## src/rtl/mii_udp_pkg.sv

```systemverilog
package mii_udp_pkg;

    typedef enum logic [2:0] {
        ST_IDLE,
        ST_PRE,
        ST_HDR,
        ST_PAY,
        ST_PAD,
        ST_FCS,
        ST_GAP
    } tx_state_t;

    localparam logic [31:0] CRC_POLY_REFL = 32'hEDB88320;
    localparam logic [31:0] CRC_SEED      = 32'hFFFFFFFF;

    // Advance a reflected CRC-32 by four data bits, bit 0 first.
    function automatic logic [31:0] crc_step_nibble(input logic [31:0] c_in,
                                                    input logic [3:0]  d);
        logic [31:0] c;
        c = c_in;
        for (int b = 0; b < 4; b++) begin
            if (c[0] ^ d[b])
                c = {1'b0, c[31:1]} ^ CRC_POLY_REFL;
            else
                c = {1'b0, c[31:1]};
        end
        return c;
    endfunction

endpackage

```

## src/rtl/mii_udp_hdr.sv

```systemverilog
module mii_udp_hdr #(
    parameter int          LEN_W    = 11,
    parameter logic [47:0] DST_MAC  = 48'h02_00_00_00_00_02,
    parameter logic [47:0] SRC_MAC  = 48'h02_00_00_00_00_01,
    parameter logic [31:0] SRC_IP   = 32'hC0A8_0001,
    parameter logic [31:0] DST_IP   = 32'hC0A8_0002,
    parameter logic [15:0] SRC_PORT = 16'd4000,
    parameter logic [15:0] DST_PORT = 16'd5000
) (
    input  logic [LEN_W-1:0] len,
    input  logic [5:0]       byte_idx,
    output logic [7:0]       hdr_byte
);
    localparam int HDR_BYTES = 42;

    logic [15:0]            ip_total;
    logic [15:0]            udp_len;
    logic [31:0]            sum_raw;
    logic [16:0]            fold1;
    logic [16:0]            fold2;
    logic [15:0]            ip_csum;
    logic [HDR_BYTES*8-1:0] hdr_vec;
    int                     sel;

    always_comb begin
        ip_total = 16'(len) + 16'd28;
        udp_len  = 16'(len) + 16'd8;
        sum_raw  = 32'h4500 + 32'(ip_total) + 32'h4011
                 + 32'(SRC_IP[31:16]) + 32'(SRC_IP[15:0])
                 + 32'(DST_IP[31:16]) + 32'(DST_IP[15:0]);
        fold1    = 17'(sum_raw[15:0]) + 17'(sum_raw[31:16]);
        fold2    = 17'(fold1[15:0]) + 17'(fold1[16]);
        ip_csum  = ~fold2[15:0];
        hdr_vec  = {DST_MAC, SRC_MAC, 16'h0800,
                    8'h45, 8'h00, ip_total, 16'h0000, 16'h0000,
                    8'h40, 8'h11, ip_csum, SRC_IP, DST_IP,
                    SRC_PORT, DST_PORT, udp_len, 16'h0000};
        sel      = (int'(byte_idx) < HDR_BYTES) ? (HDR_BYTES - 1 - int'(byte_idx)) : 0;
        hdr_byte = hdr_vec[sel*8 +: 8];
    end

endmodule

```

## src/rtl/mii_udp_crc.sv

```systemverilog
module mii_udp_crc
    import mii_udp_pkg::*;
(
    input  logic        clk,
    input  logic        rst_n,
    input  logic        clear,
    input  logic        advance,
    input  logic [3:0]  nib,
    output logic [31:0] crc
);
    always_ff @(negedge clk or negedge rst_n) begin
        if (!rst_n)
            crc <= CRC_SEED;
        else if (clear)
            crc <= CRC_SEED;
        else if (advance)
            crc <= crc_step_nibble(crc, nib);
    end

endmodule

```

## src/rtl/mii_udp_tx.sv

```systemverilog
module mii_udp_tx
    import mii_udp_pkg::*;
#(
    parameter int          MAX_LEN    = 1472,
    parameter int          IFG_CYCLES = 24,
    parameter int          LEN_W      = $clog2(MAX_LEN + 1),
    parameter logic [47:0] DST_MAC    = 48'h02_00_00_00_00_02,
    parameter logic [47:0] SRC_MAC    = 48'h02_00_00_00_00_01,
    parameter logic [31:0] SRC_IP     = 32'hC0A8_0001,
    parameter logic [31:0] DST_IP     = 32'hC0A8_0002,
    parameter logic [15:0] SRC_PORT   = 16'd4000,
    parameter logic [15:0] DST_PORT   = 16'd5000
) (
    input  logic             tx_clk,
    input  logic             rst_n,
    input  logic             start,
    input  logic [LEN_W-1:0] pay_len,
    input  logic [7:0]       pay_data,
    input  logic             pay_valid,
    output logic             pay_ready,
    output logic [3:0]       mii_txd,
    output logic             mii_txen,
    output logic             busy
);
    localparam int PRE_NIB = 16;
    localparam int HDR_NIB = 84;
    localparam int FCS_NIB = 8;
    localparam int MIN_PAY = 18;
    localparam int CNT_W   = $clog2(2 * MAX_LEN + HDR_NIB + IFG_CYCLES + 1);

    localparam logic [CNT_W-1:0] PRE_LAST = CNT_W'(PRE_NIB - 1);
    localparam logic [CNT_W-1:0] HDR_LAST = CNT_W'(HDR_NIB - 1);
    localparam logic [CNT_W-1:0] FCS_LAST = CNT_W'(FCS_NIB - 1);
    localparam logic [CNT_W-1:0] GAP_LAST = CNT_W'(IFG_CYCLES - 1);
    localparam logic [LEN_W-1:0] MIN_LEN  = LEN_W'(MIN_PAY);

    tx_state_t        state_q, state_d;
    logic [CNT_W-1:0] cnt_q, cnt_d;
    logic [LEN_W-1:0] len_q;
    logic [3:0]       hi_q;
    logic [3:0]       nib_d;
    logic             en_d;
    logic             crc_clr, crc_adv;
    logic [7:0]       byte_in;
    logic [7:0]       hdr_byte;
    logic [31:0]      crc_q;
    logic [31:0]      crc_inv;
    logic [CNT_W-1:0] pay_nib, pad_nib;

    mii_udp_hdr #(
        .LEN_W(LEN_W), .DST_MAC(DST_MAC), .SRC_MAC(SRC_MAC),
        .SRC_IP(SRC_IP), .DST_IP(DST_IP),
        .SRC_PORT(SRC_PORT), .DST_PORT(DST_PORT)
    ) hdr_i (
        .len(len_q), .byte_idx(cnt_q[6:1]), .hdr_byte(hdr_byte)
    );

    mii_udp_crc crc_i (
        .clk(tx_clk), .rst_n(rst_n), .clear(crc_clr),
        .advance(crc_adv), .nib(nib_d), .crc(crc_q)
    );

    always_comb begin
        pay_nib = CNT_W'({len_q, 1'b0});
        pad_nib = (len_q < MIN_LEN) ? CNT_W'({MIN_LEN - len_q, 1'b0}) : '0;
        crc_inv = ~crc_q;
        byte_in = pay_valid ? pay_data : 8'h00;
    end

    // Next-state logic
    always_comb begin
        state_d = state_q;
        cnt_d   = cnt_q + 1'b1;
        unique case (state_q)
            ST_IDLE: begin
                cnt_d = '0;
                if (start) state_d = ST_PRE;
            end
            ST_PRE: if (cnt_q == PRE_LAST) begin
                cnt_d   = '0;
                state_d = ST_HDR;
            end
            ST_HDR: if (cnt_q == HDR_LAST) begin
                cnt_d   = '0;
                state_d = (len_q != '0) ? ST_PAY : ST_PAD;
            end
            ST_PAY: if (cnt_q == pay_nib - 1'b1) begin
                cnt_d   = '0;
                state_d = (pad_nib != '0) ? ST_PAD : ST_FCS;
            end
            ST_PAD: if (cnt_q == pad_nib - 1'b1) begin
                cnt_d   = '0;
                state_d = ST_FCS;
            end
            ST_FCS: if (cnt_q == FCS_LAST) begin
                cnt_d   = '0;
                state_d = ST_GAP;
            end
            ST_GAP: if (cnt_q == GAP_LAST) begin
                cnt_d   = '0;
                state_d = ST_IDLE;
            end
        endcase
    end

    // State register
    always_ff @(negedge tx_clk or negedge rst_n) begin
        if (!rst_n) begin
            state_q  <= ST_IDLE;
            cnt_q    <= '0;
            len_q    <= '0;
            hi_q     <= '0;
            mii_txd  <= '0;
            mii_txen <= 1'b0;
        end else begin
            state_q  <= state_d;
            cnt_q    <= cnt_d;
            mii_txd  <= nib_d;
            mii_txen <= en_d;
            if (state_q == ST_IDLE && start)
                len_q <= pay_len;
            if (state_q == ST_PAY && !cnt_q[0])
                hi_q <= byte_in[7:4];
        end
    end

    // Output logic
    always_comb begin
        nib_d     = 4'h0;
        en_d      = 1'b0;
        crc_clr   = 1'b0;
        crc_adv   = 1'b0;
        pay_ready = 1'b0;
        busy      = (state_q != ST_IDLE);
        unique case (state_q)
            ST_IDLE: crc_clr = 1'b1;
            ST_PRE: begin
                en_d    = 1'b1;
                crc_clr = 1'b1;
                nib_d   = (cnt_q == PRE_LAST) ? 4'hD : 4'h5;
            end
            ST_HDR: begin
                en_d    = 1'b1;
                crc_adv = 1'b1;
                nib_d   = cnt_q[0] ? hdr_byte[7:4] : hdr_byte[3:0];
            end
            ST_PAY: begin
                en_d      = 1'b1;
                crc_adv   = 1'b1;
                pay_ready = !cnt_q[0];
                nib_d     = cnt_q[0] ? hi_q : byte_in[3:0];
            end
            ST_PAD: begin
                en_d    = 1'b1;
                crc_adv = 1'b1;
            end
            ST_FCS: begin
                en_d  = 1'b1;
                nib_d = crc_inv[int'(cnt_q[2:0]) * 4 +: 4];
            end
            ST_GAP: ;
        endcase
    end

endmodule

```

## config.mk

```make
export PLATFORM = sky130hd
export DESIGN_NAME = mii_udp_tx
export DESIGN_NICKNAME = d
export VERILOG_FILES = /design/src/rtl/mii_udp_pkg.sv /design/src/rtl/mii_udp_hdr.sv /design/src/rtl/mii_udp_crc.sv /design/src/rtl/mii_udp_tx.sv
export SDC_FILE = /design/constraint.sdc
export NUM_CORES = 1
export LEC_CHECK = 0
export CELL_PAD_IN_SITES_DETAIL_PLACEMENT = 1
export CELL_PAD_IN_SITES_GLOBAL_PLACEMENT = 2
export CORE_MARGIN = 10
export CORE_UTILIZATION = 35
export CTS_CLUSTER_SIZE = 8
export DETAILED_ROUTE_END_ITERATION = 8
export GPL_TIMING_DRIVEN = 0
export MAX_ROUTING_LAYER = met4
export PLACE_DENSITY_LB_ADDON = 0.1
export RECOVER_POWER = 25
export SYNTH_ARGS = -nofsm -noshare
export SYNTH_HDL_FRONTEND = slang
export SYNTH_HIERARCHICAL = 1
export SYNTH_SLANG_ARGS = --single-unit
```

## constraint.sdc

```tcl
create_clock -name tx_clk -period 4.9 [get_ports tx_clk]
set_input_delay 0.49 -clock tx_clk [delete_from_list [all_inputs] [get_ports tx_clk]]
set_output_delay 0.49 -clock tx_clk [all_outputs]
set_load 0.01 [all_outputs]
```

==> flow_metrics.tcl <==
set metrics [dict create \
    timing.hold.ws_ps 462 \
    async_flop_share_pct 100 \
    critPathArrivalTime_ps 2700 \
    nNetsFinal 889 \
    fin_area_um2 8000 \
    tightest_slew_ps 1570 \
    outcome "finished with violations" \
    cp_slowest_cell "clkdlybuf4s50_1" \
    htree_num_levels 3 \
    fin_worst_skew_ps 71.2 \
    ios 30 \
    yosysUniqueCellTypes 93 \
    hold_viol 0 \
    cap_violations 1 \
    floorplan.die_area_um2 24600 \
    netlist_area_um2 6570 \
    grt_pass1_vias 6532 \
    synth_compound_area_share_pct 24.5 \
    yosys_warnings 6 \
    hpwlAfterDp_mm 17.4 \
    worstPathRequired_ps 2780 \
    yosys.area.top_type_share_pct 13.3 \
    placed_cell_area_um2 7170 \
    drv_slew 60 \
    syn_area_per_cell_um2 8.65 \
    violations "capacitance limit, slew limit" \
    drtAntennaViolNets 0 \
    finalSetupViolCount 0 \
    synth_cells 759 \
    wl_mm 23.3 \
    syn_to_final_growth_pct 21.8 \
    cp_common_cell "xnor2_4" \
    dr.pass1.iters 5 \
    cts_buffers 9 \
    worstHoldEndpoint "hi_q[3]" \
    antenna_found_initial 1 \
    grt_pass1_wl_mm 37.3 \
    rrSetupSlack_ps 190 \
    synth-xor-area-share_pct 16.5 \
    place.gp.congestion 0.942 \
    synth_nets 796 \
    vias_per_cell 5.76 \
    grt_max_degree 60 \
    max_slew_margin_pct -4.84 \
    setup_ws_ps 82.9 \
    routed-via-count 6291 \
    worst_setup_path_start_kind "primary input" \
    place_ws_ps -1070 \
    clk_path_buf_depth 2 \
    die_w_um 157 \
    clk_pin_slew_worst_paths_ps 50 \
    drtIter0Drc 383 \
    clockRootBuffer "clkbuf_16" \
    path_delay_family "compound AO/OA/AOI/OAI gates" \
    grt-ovfl-total 0 \
    cts.sinks 67 \
    rsz0062_at_grt "false" \
    synth_top_family_by_area "compound AO/OA/AOI/OAI gates" \
    ys_seq_area_share_pct 26.1 \
    utilization_pct 43.1 \
    cts_hold_buf 0 \
    slowest_delay_ps 390 \
    endpoint_kind "flop" \
    clkLatencyLatePin_ps 410 \
    synth-edff-count 0 \
    start_util_pct 35.3 \
    r2r-start "len_q[2]" \
    holdPathStages 2 \
    cp_max_fo 6 \
    synthSimpleGateAreaFrac_pct 19.0 \
    yosysTopAreaCell "dfrtn_1" \
    fp-row-count 50 \
    ys.flop_type "dfrtn_1" \
    core_area_um2 18600 \
    hp-start "hi_q[3]" \
    crit_chain "clkdlybuf4s50_1 > nand2_1 > o21ai_0 > o221ai_1 > o31ai_4 > xnor2_4 > buf_4 > xnor2_4 > xor3_1 > a21bo_2" \
    r2r_cells 19 \
    synth_area_leaders "dfrtn_1, dfstp_2, xnor2_1" \
    synth_fa_ha_area_share_pct 2.67 \
    timing.rr.end "crc_i/crc[27]" \
    drive_gt1_share_pct 24.7 \
    die_y_um 157 \
    hold_path_class "reg -> reg" \
    muxShareOfSynthArea_pct 6.23 \
    cts_tree "built" \
    io_buffers 28 \
    detail_route.drc_violations 0 \
    crit_buf_inv 2 \
    synth-seq-cells 67 \
    avgRoutedWirePerCell_um 21.4 \
    grt_use_total_pct 19.6 \
    crit_type "in -> reg" \
]
worst max path at each step:
stage           startpoint             to  slack, ps  depth (start not counted)
6_report       pay_data[2]  crc_i/crc[19]         80                         10
3_3_place_gp         rst_n     mii_txd[0]      -1390                          1
5_1_grt           len_q[2]  crc_i/crc[21]          2                         19
4_1_cts           cnt_q[2]  crc_i/crc[27]         10                         18
2_1_floorplan    pay_valid  crc_i/crc[19]        120                          9
3_5_place_dp      len_q[2]  crc_i/crc[26]      -1070                         19
synthesized netlist by cell type (8+ instances only):
cell and count:
ha_1 14, clkbuf_1 29, nor3_1 25, nand4_1 9
o21ai_0 49, or2_2 15, mux2_2 15, dfrtn_1 35
nand2_1 40, xnor2_1 59, a31oi_1 11, and3_1 13
a21oi_1 58, nor2b_1 10, nand3_1 26, dfstp_2 32
inv_1 19, xor2_1 37, o22ai_1 8, a21oi_2 10
nor2_1 51, mux4_2 8, nand2b_1 8
metal layers:
layer / part of all wire [%] / track usage, %
met5: 0 / -
met4: 1.7 / 5.03
met3: 4.3 / 3.96
met2: 46 / 30.3
met1: 48 / 25.6
cell type report:
type	instances	area [um2]
clock buffers	9	225
repair buffers	52	463
fillers	2177	10600
inverters	20	76.3
clock inverters	39	193
well taps	234	293
flip-flops and latches	67	1720
diodes	1	2.50
plain buffers	51	274
multi-input cells	619	4760
worst reg2reg max path, cell delays in order (launching register included):
cell and delay (ps):
dfrtn_1 470, inv_2 120, ha_4 200, nor2b_2 200, o21a_1 230, or4_4 570, a311o_1 380, a22oi_2 190
xor2_1 120, a21oi_1 190, o21ai_1 120, a221oi_1 310, nor3_1 90, a31oi_1 300, o21ai_2 180, xnor2_4 170
buf_12 150, xnor3_2 430, xnor2_1 160, o21ai_1 120
repair_timing:
action,in CTS,in global routing
resized for setup,41,20
pin swaps,7,9
buffers inserted,16,7
endpoints found under the setup margin,29,26
flip-flops by register name, indices dropped and copies added, names as in the netlist:
name / cells
cnt_q: 12
state_q: 3
len_q: 11
mii_txen: 1
hi_q: 4
mii_txd: 4
crc_i/crc: 32
cells in the final DEF (no fill, tap or decap), drive strengths merged, types with 32 or more instances in the layout:
master / netlist / final
buf: 22 / 44
xor2: 38 / 38
nand2: 41 / 41
a21oi: 68 / 68
xnor2: 65 / 65
clkbuf: 30 / 41
dfrtn: 35 / 35
nor2: 52 / 52
inv: 19 / 54
o21ai: 56 / 56
dfstp: 32 / 32
metrics by stage:
| stage | setup TNS (ps) | cells |
|---|---|---|
| finish | 0 | 1092 |
| global route | 0 | 1092 |
| CTS | 0 | 1084 |
| global placement | -93190 | 1021 |
| floorplan | 0 | 759 |
| detailed placement | -23260 | 1022 |
logic make-up after synthesis:
group	count (synthesis)
muxes	29
buffers and inverters	73
adders and majority gates	14
xor gates and xnor gates	107
and+or+nand+nor	234
DFF	67
AOI/OAI and AO/OA	235
Power is left out: the tool's default activity adds up to more than one toggle a clock period on the data nets, which glitch-free logic cannot reach.
